## src/rtl/manch_pkg.sv

```systemverilog
package manch_pkg;

    localparam int unsigned BYTE_W  = 8;
    localparam int unsigned MARK_W  = 4;
    localparam logic [MARK_W-1:0] HEAD_MARK = 4'b1100;
    localparam logic [MARK_W-1:0] TAIL_MARK = 4'b0011;

    typedef enum logic {
        SH_IDLE = 1'b0,
        SH_SEND = 1'b1
    } sh_state_e;

    typedef struct packed {
        logic                 full;
        logic [BYTE_W-1:0]    data;
    } hold_t;

    // Manchester half-bit pair, first half in the upper bit
    function automatic logic [1:0] code_pair(input logic b);
        return b ? 2'b10 : 2'b01;
    endfunction

endpackage

```

## src/rtl/manch_hold.sv

```systemverilog
module manch_hold
    import manch_pkg::*;
#(
    parameter int unsigned DW = BYTE_W
) (
    input  logic          clk,
    input  logic          rst,
    input  logic          enable,
    input  logic          wr_stb,
    input  logic [DW-1:0] wr_data,
    input  logic          take,
    output logic          full,
    output logic [DW-1:0] data
);

    logic          full_q;
    logic [DW-1:0] data_q;

    always_ff @(posedge clk) begin
        if (rst || !enable) begin
            full_q <= 1'b0;
            data_q <= '0;
        end else if (wr_stb) begin
            data_q <= wr_data;
            full_q <= 1'b1;
        end else if (take) begin
            full_q <= 1'b0;
        end
    end

    assign full = full_q;
    assign data = data_q;


    hold_fill_chk: assert property (@(posedge clk) disable iff (rst)
        $rose(full_q) |-> $past(wr_stb && enable));


    hold_flush_chk: assert property (@(posedge clk) disable iff (rst)
        !enable |=> !full_q);

endmodule

```

## src/rtl/manch_shift.sv

```systemverilog
module manch_shift
    import manch_pkg::*;
#(
    parameter int unsigned DW = BYTE_W,
    parameter int unsigned MW = MARK_W,
    parameter logic [MW-1:0] HEAD = HEAD_MARK,
    parameter logic [MW-1:0] TAIL = TAIL_MARK
) (
    input  logic          clk,
    input  logic          rst,
    input  logic          abort,
    input  logic          tick,
    input  logic          load,
    input  logic [DW-1:0] load_data,
    output logic          busy,
    output logic          fin,
    output logic          tx
);

    localparam int unsigned FRAME_W = 2 * DW + 2 * MW;
    localparam int unsigned CW      = $clog2(FRAME_W + 1);

    sh_state_e            st_q;
    logic [FRAME_W-1:0]   frame_q;
    logic [CW-1:0]        rem_q;
    logic                 tx_q;
    logic [2*DW-1:0]      coded;
    logic [FRAME_W-1:0]   built;

    for (genvar g = 0; g < DW; g++) begin : g_code
        assign coded[2*g+1:2*g] = code_pair(load_data[g]);
    end

    assign built = {HEAD, coded, TAIL};
    assign busy  = (st_q == SH_SEND);
    assign fin   = busy && tick && !abort && (rem_q == '0);

    always_ff @(posedge clk) begin
        if (rst || abort) begin
            st_q    <= SH_IDLE;
            frame_q <= '0;
            rem_q   <= '0;
            tx_q    <= 1'b0;
        end else begin
            case (st_q)
                SH_IDLE: begin
                    if (load) begin
                        st_q    <= SH_SEND;
                        frame_q <= built;
                        rem_q   <= CW'(FRAME_W);
                    end
                end
                SH_SEND: begin
                    if (tick) begin
                        if (rem_q != '0) begin
                            tx_q    <= frame_q[FRAME_W-1];
                            frame_q <= {frame_q[FRAME_W-2:0], 1'b0};
                            rem_q   <= rem_q - CW'(1);
                        end else begin
                            tx_q <= 1'b0;
                            st_q <= SH_IDLE;
                        end
                    end
                end
                default: st_q <= SH_IDLE;
            endcase
        end
    end

    assign tx = tx_q;


    idle_low_chk: assert property (@(posedge clk) disable iff (rst)
        !busy |-> !tx_q);


    slot_edge_chk: assert property (@(posedge clk) disable iff (rst)
        (!$past(rst) && !$past(tick) && !$past(abort)) |-> $stable(tx_q));


    load_idle_chk: assert property (@(posedge clk) disable iff (rst)
        $rose(busy) |-> !tx_q);

endmodule

```

## src/rtl/manch_flag.sv

```systemverilog
module manch_flag (
    input  logic clk,
    input  logic rst,
    input  logic enable,
    input  logic wr_stb,
    input  logic fin,
    input  logic pending,
    output logic done
);

    logic done_q;

    always_ff @(posedge clk) begin
        if (rst || !enable) begin
            done_q <= 1'b1;
        end else if (wr_stb) begin
            done_q <= 1'b0;
        end else if (fin && !pending) begin
            done_q <= 1'b1;
        end
    end

    assign done = done_q;


    wr_clear_chk: assert property (@(posedge clk) disable iff (rst)
        (wr_stb && enable) |=> !done_q);


    off_done_chk: assert property (@(posedge clk) disable iff (rst)
        !enable |=> done_q);

endmodule

```

## src/rtl/manch_tx.sv

```systemverilog
module manch_tx
    import manch_pkg::*;
#(
    parameter int unsigned DW = BYTE_W,
    parameter int unsigned MW = MARK_W,
    parameter logic [MW-1:0] HEAD = HEAD_MARK,
    parameter logic [MW-1:0] TAIL = TAIL_MARK
) (
    input  logic          clk,
    input  logic          rst,
    input  logic          enable,
    input  logic          tick,
    input  logic          wr_stb,
    input  logic [DW-1:0] wr_data,
    output logic          tx_out,
    output logic          buf_empty,
    output logic          enc_done
);

    logic          hold_full;
    logic [DW-1:0] hold_data;
    logic          sh_busy;
    logic          sh_fin;
    logic          take;

    assign take = enable && hold_full && !sh_busy;

    manch_hold #(.DW(DW)) u_hold (
        .clk     (clk),
        .rst     (rst),
        .enable  (enable),
        .wr_stb  (wr_stb),
        .wr_data (wr_data),
        .take    (take),
        .full    (hold_full),
        .data    (hold_data)
    );

    manch_shift #(.DW(DW), .MW(MW), .HEAD(HEAD), .TAIL(TAIL)) u_shift (
        .clk       (clk),
        .rst       (rst),
        .abort     (!enable),
        .tick      (tick),
        .load      (take),
        .load_data (hold_data),
        .busy      (sh_busy),
        .fin       (sh_fin),
        .tx        (tx_out)
    );

    manch_flag u_flag (
        .clk     (clk),
        .rst     (rst),
        .enable  (enable),
        .wr_stb  (wr_stb),
        .fin     (sh_fin),
        .pending (hold_full),
        .done    (enc_done)
    );

    assign buf_empty = !hold_full;


    done_quiet_chk: assert property (@(posedge clk) disable iff (rst)
        enc_done |-> (!sh_busy && !hold_full));

endmodule

```

## config.mk

```make
export PLATFORM = sky130hd
export DESIGN_NAME = manch_tx
export DESIGN_NICKNAME = d
export VERILOG_FILES = /design/src/rtl/manch_pkg.sv /design/src/rtl/manch_hold.sv /design/src/rtl/manch_shift.sv /design/src/rtl/manch_flag.sv /design/src/rtl/manch_tx.sv
export SDC_FILE = /design/constraint.sdc
export NUM_CORES = 1
export LEC_CHECK = 0
export CAP_MARGIN = 10
export CORE_MARGIN = 5
export CORE_UTILIZATION = 55
export DETAILED_ROUTE_END_ITERATION = 7
export HOLD_SLACK_MARGIN = 0.03
export PLACE_DENSITY = 0.76
export SYNTH_ARGS = -nofsm -noshare
export SYNTH_HDL_FRONTEND = slang
export SYNTH_SLANG_ARGS = --single-unit
```

## constraint.sdc

```tcl
create_clock -name clk -period 2.3 [get_ports clk]
set_input_delay 0.46 -clock clk [delete_from_list [all_inputs] [get_ports clk]]
set_output_delay 0.46 -clock clk [all_outputs]
set_load 0.02 [all_outputs]
```

==> results_dict.tcl, run 1 <==
set metrics [dict create \
    hold_viol 0 \
    synth_area_leader_cell "dfxtp_1" \
    ys_ff_latch 41 \
    cts_max_path_buffers 2 \
    drt_iter0_drc 99 \
    power_mw 1.250 \
    synthArstFlopShare_pct 0 \
    tightest_slew_ps 262.4 \
    required_ps 2560 \
    crit_arrival_ps 2170 \
    p_int_mw 0.9518 \
    syn_nets 218 \
    peakVddDrop_uv 347.1 \
    fmax_ghz 0.5236 \
    n_antenna_cell 0 \
    dp_hpwl_um 2555 \
    run_status "completed" \
    drt-wirelength-per-cell_um 14.26 \
    place.gp.congestion 0.7825 \
    max_slew_margin_pct 82.37 \
    timing.rr.start "u_shift.rem_q[0]" \
    slew_viol_final 0 \
    setup_viol 0 \
    syn_area_per_cell_um2 9.077 \
    skew_ps 8.467 \
    track_usage_pct 18.52 \
    clock-sinks 41 \
    start_kind "register" \
    rsz0062_at_grt "no" \
    ios 16 \
    p_sw_share_pct 23.84 \
    cts_resized 0 \
    yosysMostFrequentCell "dfxtp_1" \
    area_growth_pct 15.74 \
    worstSetupEndpointType "register" \
    cp_max_fo 17 \
    yosysWarnings 0 \
    sequentialPowerShare_pct 58.3 \
    clock_latency_ps 350 \
    whs_endpoint "u_shift.tx" \
    cap_violations 0 \
    min_path_type "register to register" \
    clockPowerShare_pct 32.7 \
    synth_cell_types 36 \
    drtAntennaViolNets 0 \
    min-delay-start "u_shift.tx" \
    core_area_um2 3311 \
    holdBufCountCts 0 \
    grt_pass1_wl_um 6520 \
    die_area_um2 4627 \
    powerDensity_nw_per_um2 583.1 \
    synthCells 204 \
    grt_antenna_before_repair 0 \
    routed_wl_um 3779 \
    power_frac_comb_pct 9.0 \
    synth.cell_area_um2 1852 \
    drc_errors 0 \
    cts_root_buf "clkbuf_4" \
    grt_overflow 0 \
    hold_depth 2 \
    yosysSeqAreaShare_pct 44.32 \
    grt_max_degree 35 \
    min_period_over_period_pct 83.04 \
    initial_utilization_pct 55.93 \
    fin_nets 232 \
    yosys-top-cells-count "41 x dfxtp_1, 18 x a21oi_1, 17 x clkbuf_1" \
    synth-main-ff-cell "dfxtp_1" \
    synthTopCellsByArea "dfxtp_1 44%, mux2i_1 8.6%, o2111ai_1 5.2%, a21oi_1 4.9%, o31ai_1 4.9%" \
    synth_edf_count 0 \
    drive_gt1_share_pct 11.87 \
    via_per_inst 5.766 \
    path_clk_slew_ps 120 \
    fp.dieW_um 68.03 \
    rr_endpoint "u_shift.frame_q[6]" \
    vias 1528 \
    power_leakage_nw 0.7881 \
    min_period_ps 1910 \
    dr.pass1.iters 4 \
    reg2reg_slack_ps 390 \
    reg2regPathDepth 6 \
    crit_type "register to register" \
    grt_pass1_vias 1477 \
    p_switching_mw 0.2979 \
    numCtsBuffers 5 \
    cts_tree "yes" \
    h-tree-depth 2 \
    final.setup.tns_ps 0 \
    rows 21 \
    synth.top_cell.area_share_pct 44.32 \
    portBuffers 15 \
    die_h_um 68.03 \
    post_cts_buffers 0 \
]
-- logic make-up after synthesis --
kind of cell | share of synthesized area, %
DFF | 44.32
buffers and inverters | 6.148
and+or+nand+nor | 16.69
muxes | 9.257
AOI/OAI and AO/OA | 22.91
adders and majority gates | 0.6756
-- power groups by stage --
stage | clock [mW] | combinational [mW] | sequential, mW
after floorplan | 0 | 0.0686 | 0.743
after global placement | 0 | 0.110 | 0.744
after detailed placement | 0 | 0.113 | 0.744
after CTS | 0.418 | 0.114 | 0.728
after global routing | 0.451 | 0.123 | 0.730
final | 0.408 | 0.113 | 0.728
-- critical path: stages (launching register included) --
cell     delay (ps)
dfxtp_1         370
inv_1            70
ha_1            190
or4b_1          520
a21oi_4         170
buf_4           250
mux2i_1         260
-- sequential cells by signal, indices dropped and copies added, names as in the netlist --
name and count:
u_flag.done 1, u_shift.frame_q 24, u_shift.busy 1, u_shift.tx 1, u_shift.rem_q 5, u_hold.full 1, u_hold.data 8
-- layout by cell type (no fill, tap or decap), types with 2 or more instances in the layout --
cell type and count:
o31ai_1 12, nand2b_1 10, nor2_1 14, nor4_1 2, o2111ai_1 11, clkbuf_4 5
a21oi_1 18, inv_1 5, a21boi_0 4, o22ai_1 3, dfxtp_1 41, o211ai_1 5
clkbuf_8 2, nand3_1 13, clkdlybuf4s50_1 15, nand2_1 9, buf_4 11, o21ai_0 4
mux2i_1 16
-- area by class of cell --
type	instances	area [µm²]
clock buffer	7	65.06
clock inverter	1	5.005
fill	285	1167
inverter	5	18.77
multi-input combinational	138	923.4
sequential	41	820.8
tap	46	57.56
timing repair buffer	27	252.7
-- layer usage --
layer  global-route usage [%]  part of all wire, %  vias up  wire (µm)
met2                    31.41                   50       26       1879
met1                    22.59                   46      722       1737
met5                        0                    0        -          0
met3                    4.105                  3.2        4        120
met4                    7.444                  1.1        0         42
li1                         -                    -      776          -
-- metrics by stage --
stage	area, µm²	hold slack (ps)	util, %	std cells	setup slack [ps]
6_report	2143	467.8	64.74	265	390.1
5_1_grt	2143	507.3	64.74	265	309.4
4_1_cts	2143	470.1	64.74	265	391.5
3_3_place_gp	2073	441.0	62.62	257	397.8
2_1_floorplan	1852	435.5	-	204	535.4
3_5_place_dp	2073	452.6	62.62	257	358.6
-- worst max path at each step --
stage,start,end,slack [ps],cells after the start
3_5_place_dp,enable,u_shift.rem_q[0],360,5
6_report,u_shift.rem_q[0],u_shift.frame_q[6],390,6
5_1_grt,u_shift.rem_q[1],u_shift.frame_q[6],310,6
4_1_cts,u_shift.rem_q[0],u_shift.frame_q[6],390,6
2_1_floorplan,u_shift.rem_q[0],u_shift.frame_q[10],540,7
3_3_place_gp,enable,u_shift.rem_q[0],400,5
Power figures use the tool's default switching activity.
==> inputs of run 2 (changes only) <==
--- a/config.mk
+++ b/config.mk
@@ -7,10 +7,10 @@
 export LEC_CHECK = 0
 export CAP_MARGIN = 10
 export CORE_MARGIN = 5
-export CORE_UTILIZATION = 55
+export CORE_UTILIZATION = 51
 export DETAILED_ROUTE_END_ITERATION = 7
 export HOLD_SLACK_MARGIN = 0.03
-export PLACE_DENSITY = 0.76
+export PLACE_DENSITY = 0.75
 export SYNTH_ARGS = -nofsm -noshare
 export SYNTH_HDL_FRONTEND = slang
 export SYNTH_SLANG_ARGS = --single-unit
==> constraint.sdc (replaced) <==
create_clock -name clk -period 1.6 [get_ports clk]
set_input_delay 0.32 -clock clk [delete_from_list [all_inputs] [get_ports clk]]
set_output_delay 0.32 -clock clk [all_outputs]
set_load 0.02 [all_outputs]
==> run 2 against run 1 <==
Net effect: the run now ends with setup timing left; sequential share of layout area shrank 1.9 points; first-iteration DRC count shrank 28%; highest routed layer unchanged; critical path type unchanged; wire length grew 8.8%; combinational power is 59% higher; hold slack worse by 1.3 ps; utilization is 1.5 points higher; die area up 6.7%.
==> results_dict.tcl, run 2 (synthesis gave the netlist of run 1 again) <==
set metrics [dict create \
    seq_area_um2 823.3 \
    n_antenna_cell 0 \
    cts_tree "yes" \
    max_slew_margin_pct 83.46 \
    routed_wl_um 4111 \
    drt_iter0_drc 71 \
    finalInstanceArea_um2 2263 \
    worstSetupEndpointType "register" \
    place.gp.congestion 0.7726 \
    cap_violations 0 \
    largest_register "u_shift.frame_q" \
    core_area_um2 3416 \
    reg2reg_slack_ps -30 \
    fin_nets 244 \
    drt-wirelength-per-cell_um 14.84 \
    crit_path_end "u_shift.frame_q[4]" \
    min_path_type "register to register" \
    h-tree-depth 2 \
    path_clk_slew_ps 120 \
    track_usage_pct 17.21 \
    crit_arrival_ps 1910 \
    critPathMaxStageDelay_ps 490 \
    powerDensity_nw_per_um2 763.9 \
    min_period_ps 1634 \
    skew_ps 14.12 \
    rr_endpoint "u_shift.frame_q[4]" \
    hold_viol 0 \
    setup_viol 5 \
    grt_pass1_wl_um 6872 \
    placed_cells 266 \
    fp.dieW_um 70.26 \
    required_ps 1880 \
    final_common_cell "dfxtp_1" \
    portBuffers 15 \
    via_per_inst 5.809 \
    critPathTopFamily "simple AND/OR/NAND/NOR gates" \
    cp_max_fo 17 \
    rows 21 \
    crit_path_top_delay_cell "or4b_4" \
    placedInstanceArea_um2 2185 \
    rsz0062_at_grt "yes" \
    tightest_slew_ps 245.9 \
    power_mw 1.729 \
    clock-sinks 41 \
    grt_overflow 0 \
    hold_depth 2 \
    numCtsBuffers 5 \
    die_area_um2 4936 \
    fin_cells 277 \
    ios 16 \
    mostFrequentLayoutCells "39 x dfxtp_1, 21 x buf_4, 18 x a21oi_1, 16 x mux2i_1, 14 x nor2_1" \
    holdBufCountCts 0 \
    dp_hpwl_um 2856 \
    clock_latency_ps 350 \
    grt_max_degree 28 \
    crit_type "register to register" \
    slew_viol_final 0 \
    run_status "finished, violations left" \
    crit_buf_inv 2 \
    power_leakage_nw 0.8486 \
    multi_input_comb_area_um2 944.7 \
    drtAntennaViolNets 0 \
    vias 1609 \
    path_cells "inv_2 > ha_4 > or4b_4 > a21oi_4 > buf_12 > mux2i_1" \
    die_h_um 70.26 \
    fmax_ghz 0.6122 \
    crit_path_start "u_shift.rem_q[1]" \
    fillers 293 \
    cp_num_cells 6 \
    initial_utilization_pct 54.21 \
    worst_slack_ps -33.53 \
    timing.rr.start "u_shift.rem_q[1]" \
    reg2regPathDepth 6 \
    drive_gt1_share_pct 19.48 \
    largest_register_ffs 24 \
    violations "setup timing" \
    peakVddDrop_uv 444.2 \
    area_growth_pct 22.23 \
    cts_max_path_buffers 2 \
    grt_pass1_vias 1549 \
    final.setup.tns_ps -72.34 \
    start_kind "register" \
    cts_root_buf "clkbuf_4" \
    drc_errors 0 \
    grt_antenna_before_repair 0 \
    dr.pass1.iters 4 \
    min_period_over_period_pct 102.1 \
]
-- run 2: layer usage --
| metal | up-vias | GRT usage (%) | wire (µm) |
|---|---|---|---|
| met3 | 11 | 5.452 | 149 |
| met4 | 0 | 6.596 | 88 |
| li1 | 803 | - | - |
| met1 | 764 | 19.51 | 1872 |
| met2 | 31 | 29.83 | 2001 |
| met5 | - | 0 | 0 |
-- run 2: tightest hold or removal path, cell delays in order, from the launching register on --
cell and delay [ps]:
dfxtp_1 330, nand3_1 60, a21oi_1 50
-- run 2: worst min-delay path by stage --
stage                          endpoint                 from  slack (ps)
floorplan           u_shift.frame_q[10]  u_shift.frame_q[10]         440
global placement             u_shift.tx           u_shift.tx         440
detailed placement   u_shift.frame_q[1]   u_shift.frame_q[0]         450
CTS                  u_shift.frame_q[1]   u_shift.frame_q[0]         470
global route                 u_shift.tx           u_shift.tx         490
finish               u_shift.frame_q[1]   u_shift.frame_q[0]         470
-- run 2: layout make-up --
cell class | instances | share of cell area, %
Sequential cell | 41 | 36.37
Inverter | 5 | 0.8292
Timing Repair Buffer | 39 | 16.09
Tap cell | 46 | 2.543
Clock inverter | 3 | 0.7739
Multi-Input combinational cell | 138 | 41.74
Clock buffer | 5 | 1.658
-- run 2: timing repair --
action                                 CTS  global route
setup endpoints to repair                8            13
resized for setup                        3             1
endpoints found under the hold margin    0             0
buffers inserted                         0             3
-- run 2: stage by stage --
stage          setup WS (ps)  hold slack, ps  util (%)
2_1_floorplan         -103.6           435.5         -
3_3_place_gp          -63.08           443.2     63.96
3_5_place_dp          -114.3           452.5     63.96
4_1_cts               -34.55           470.0     65.46
5_1_grt               -89.33           493.8     66.26
6_report              -33.53           466.4     66.26
-- run 2: report_power, final --
group	internal, mW	switching [mW]
sequential	1.04	0.0110
clock	0.166	0.336
combinational	0.0895	0.0909
total	1.29	0.438
==> inputs of run 3 (changes only) <==
--- a/config.mk
+++ b/config.mk
@@ -5,12 +5,14 @@
 export SDC_FILE = /design/constraint.sdc
 export NUM_CORES = 1
 export LEC_CHECK = 0
+export ABC_AREA = 1
 export CAP_MARGIN = 10
-export CORE_MARGIN = 5
+export CORE_MARGIN = 2
 export CORE_UTILIZATION = 51
+export CTS_BUF_LIST = sky130_fd_sc_hd__clkbuf_8 sky130_fd_sc_hd__clkbuf_16
 export DETAILED_ROUTE_END_ITERATION = 7
 export HOLD_SLACK_MARGIN = 0.03
-export PLACE_DENSITY = 0.75
+export PLACE_DENSITY = 0.74
 export SYNTH_ARGS = -nofsm -noshare
 export SYNTH_HDL_FRONTEND = slang
 export SYNTH_SLANG_ARGS = --single-unit
==> run 3 against run 2 <==
Net effect: the flow now finishes without violations; critical endpoint is now enc_done; power grew 29%; design area grew 1.6%; synthesized cell count grew 24%; die area shrank 16%; via count grew 2.4%; clock skew shrank 1.9 ps; first-iteration DRC count grew 37%; largest power group unchanged; global-route usage grew 3.5 points.
==> results_dict.tcl, run 3 <==
set metrics [dict create \
    syn_area_per_cell_um2 7.393 \
    min_path_type "register to register" \
    portBuffers 15 \
    drive_gt1_share_pct 16.00 \
    ys_ff_latch 41 \
    core_area_um2 3606 \
    synth_cell_types 24 \
    grt_pass1_vias 1524 \
    fillers 350 \
    grt_antenna_before_repair 0 \
    drt_iter0_drc 97 \
    initial_utilization_pct 51.87 \
    holdWs_ps 461.9 \
    path_cells "clkdlybuf4s50_1" \
    grt_pass1_wl_um 6748 \
    rsz0062_at_grt "no" \
    final.setup.tns_ps 0 \
    power_leakage_nw 0.8683 \
    place.gp.congestion 0.7763 \
    drt-wirelength-per-cell_um 12.18 \
    track_usage_pct 20.75 \
    vias 1647 \
    setup_viol 0 \
    synthTopCellsByArea "dfxtp_1 44%, nand2_1 11%, a21oi_1 9.6%, nand3_1 7.5%, nor2_1 6.4%" \
    yosys-top-cells-count "53 x nand2_1, 41 x dfxtp_1, 36 x a21oi_1" \
    cp_max_fo 2 \
    fp.dieW_um 64.56 \
    peakVddDrop_uv 752.5 \
    run_status "completed" \
    die_area_um2 4168 \
    worst_slack_ps 64.64 \
    via_per_inst 5.099 \
    numCtsBuffers 5 \
    post_cts_buffers 0 \
    die_h_um 64.56 \
    cts_max_path_buffers 2 \
    synth_area_leader_cell "dfxtp_1" \
    synth-main-ff-cell "dfxtp_1" \
    synth.cell_area_um2 1871 \
    fin_nets 288 \
    start_kind "register" \
    tightest_slew_ps 361.7 \
    drc_errors 0 \
    grt_overflow 0 \
    largest_register "u_shift.frame_q" \
    cts_tree "yes" \
    slew_viol_final 0 \
    yosysSeqAreaShare_pct 43.88 \
    clock_latency_ps 300 \
    path_clk_slew_ps 80 \
    dp_hpwl_um 2659 \
    syn_nets 267 \
    grt_max_degree 29 \
    powerDensity_nw_per_um2 970.3 \
    drtAntennaViolNets 0 \
    fmax_ghz 0.6513 \
    hold_viol 0 \
    synthArstFlopShare_pct 0 \
    max_slew_margin_pct 75.89 \
    rows 22 \
    min_period_over_period_pct 95.96 \
    placedInstanceArea_um2 2161 \
    dr.pass1.iters 4 \
    h-tree-depth 2 \
    pre_cts_slack_ps -64.56 \
    cts_root_buf "clkbuf_8" \
    skew_ps 12.22 \
    crit_buf_inv 1 \
    yosysWarnings 0 \
    worstSetupEndpointType "primary output" \
    crit_arrival_ps 1220 \
    ios 16 \
    crit_path_top_delay_cell "clkdlybuf4s50_1" \
    critPathTopFamily "buffers and inverters" \
    n_antenna_cell 0 \
    routed_wl_um 3934 \
    yosysMostFrequentCell "nand2_1" \
    area_growth_pct 22.94 \
    fin_cells 323 \
    required_ps 1280 \
    largest_register_ffs 24 \
    finalInstanceArea_um2 2300 \
    mostFrequentLayoutCells "53 x nand2_1, 40 x dfxtp_1, 36 x a21oi_1, 32 x nor2_1, 28 x nand3_1" \
    synth.top_cell.area_share_pct 43.88 \
    crit_type "register to primary output" \
    final_common_cell "nand2_1" \
    clock-sinks 41 \
    min_period_ps 1535 \
    cap_violations 0 \
    synthCells 253 \
    critPathMaxStageDelay_ps 600 \
    synth_edf_count 0 \
    placed_cells 315 \
]
[run 3: changes by cell type after synthesis, moves of 10 or more]
cell / before / now
a21oi_1: 18 / 36
nand2_1: 9 / 53
mux2i_1: 16 / 0
o2111ai_1: 11 / 0
nand2b_1: 10 / 0
o31ai_1: 12 / 0
nand3_1: 13 / 28
nor2_1: 14 / 32
clkbuf_1: 17 / 6
a21oi_2: 0 / 10
[run 3: layer usage]
metal	up-vias	wire length, µm	part of all wire (%)	GRT usage, %
met5	-	0	0	0
met4	0	55	1.4	7.181
met1	748	1749	44	24.65
li1	866	-	-	-
met3	6	138	3.5	5.208
met2	27	1991	51	36.33
[run 3: layout make-up]
type,count,area (µm²),area share (%)
Tap cell,48,60.06,2.612
Clock inverter,3,65.06,2.829
Sequential cell,41,822.0,35.75
Clock buffer,5,68.82,2.992
Inverter,11,41.29,1.795
Timing Repair Buffer,32,329.1,14.31
Multi-Input combinational cell,183,913.4,39.72
[run 3: cell families after synthesis]
family | after synthesis | share of synthesized area (%)
buffers and inverters | 29 | 7.425
AO/OA/AOI/OAI | 57 | 18.39
adder cells (fa/ha/maj) | 1 | 0.6688
flip-flops | 41 | 43.88
AND/OR/NAND/NOR | 123 | 28.70
XOR/XNOR | 2 | 0.9366
[run 3: what timing repair did]
| item | CTS | global route |
|---|---|---|
| gates resized for setup | 1 | 3 |
| hold buffers | 0 | 0 |
| gates cloned | 0 | 0 |
| endpoints found under the setup margin | 1 | 3 |
[run 3: final timing paths]
kind	slack, ps	startpoint	end	cells past startpoint
max	60	u_flag.done	enc_done	1
min	460	u_shift.frame_q[21]	u_shift.frame_q[21]	2
max reg2reg	130	u_shift.rem_q[1]	u_shift.frame_q[1]	9
min reg2reg	460	u_shift.frame_q[21]	u_shift.frame_q[21]	2
[run 3: power by group]
group	internal [mW]	total, mW	switching (mW)	leakage, nW
clock network	0.620	0.998	0.378	0.0681
logic	0.0894	0.184	0.0950	0.468
registers	1.04	1.05	0.0109	0.332
[run 3: tightest hold or removal path, delay by kind of cell (launching register included)]
family | cells | cell delay (ps)
flip-flops | 1 | 310
AND/OR/NAND/NOR | 1 | 60
AO/OA/AOI/OAI | 1 | 50
[run 3: stage by stage]
step / utilization, % / power [mW]
2_1_floorplan: - / 1.181
6_report: 63.78 / 2.231
4_1_cts: 63.60 / 2.241
3_5_place_dp: 59.92 / 1.258
3_3_place_gp: 59.92 / 1.254
5_1_grt: 63.78 / 2.317
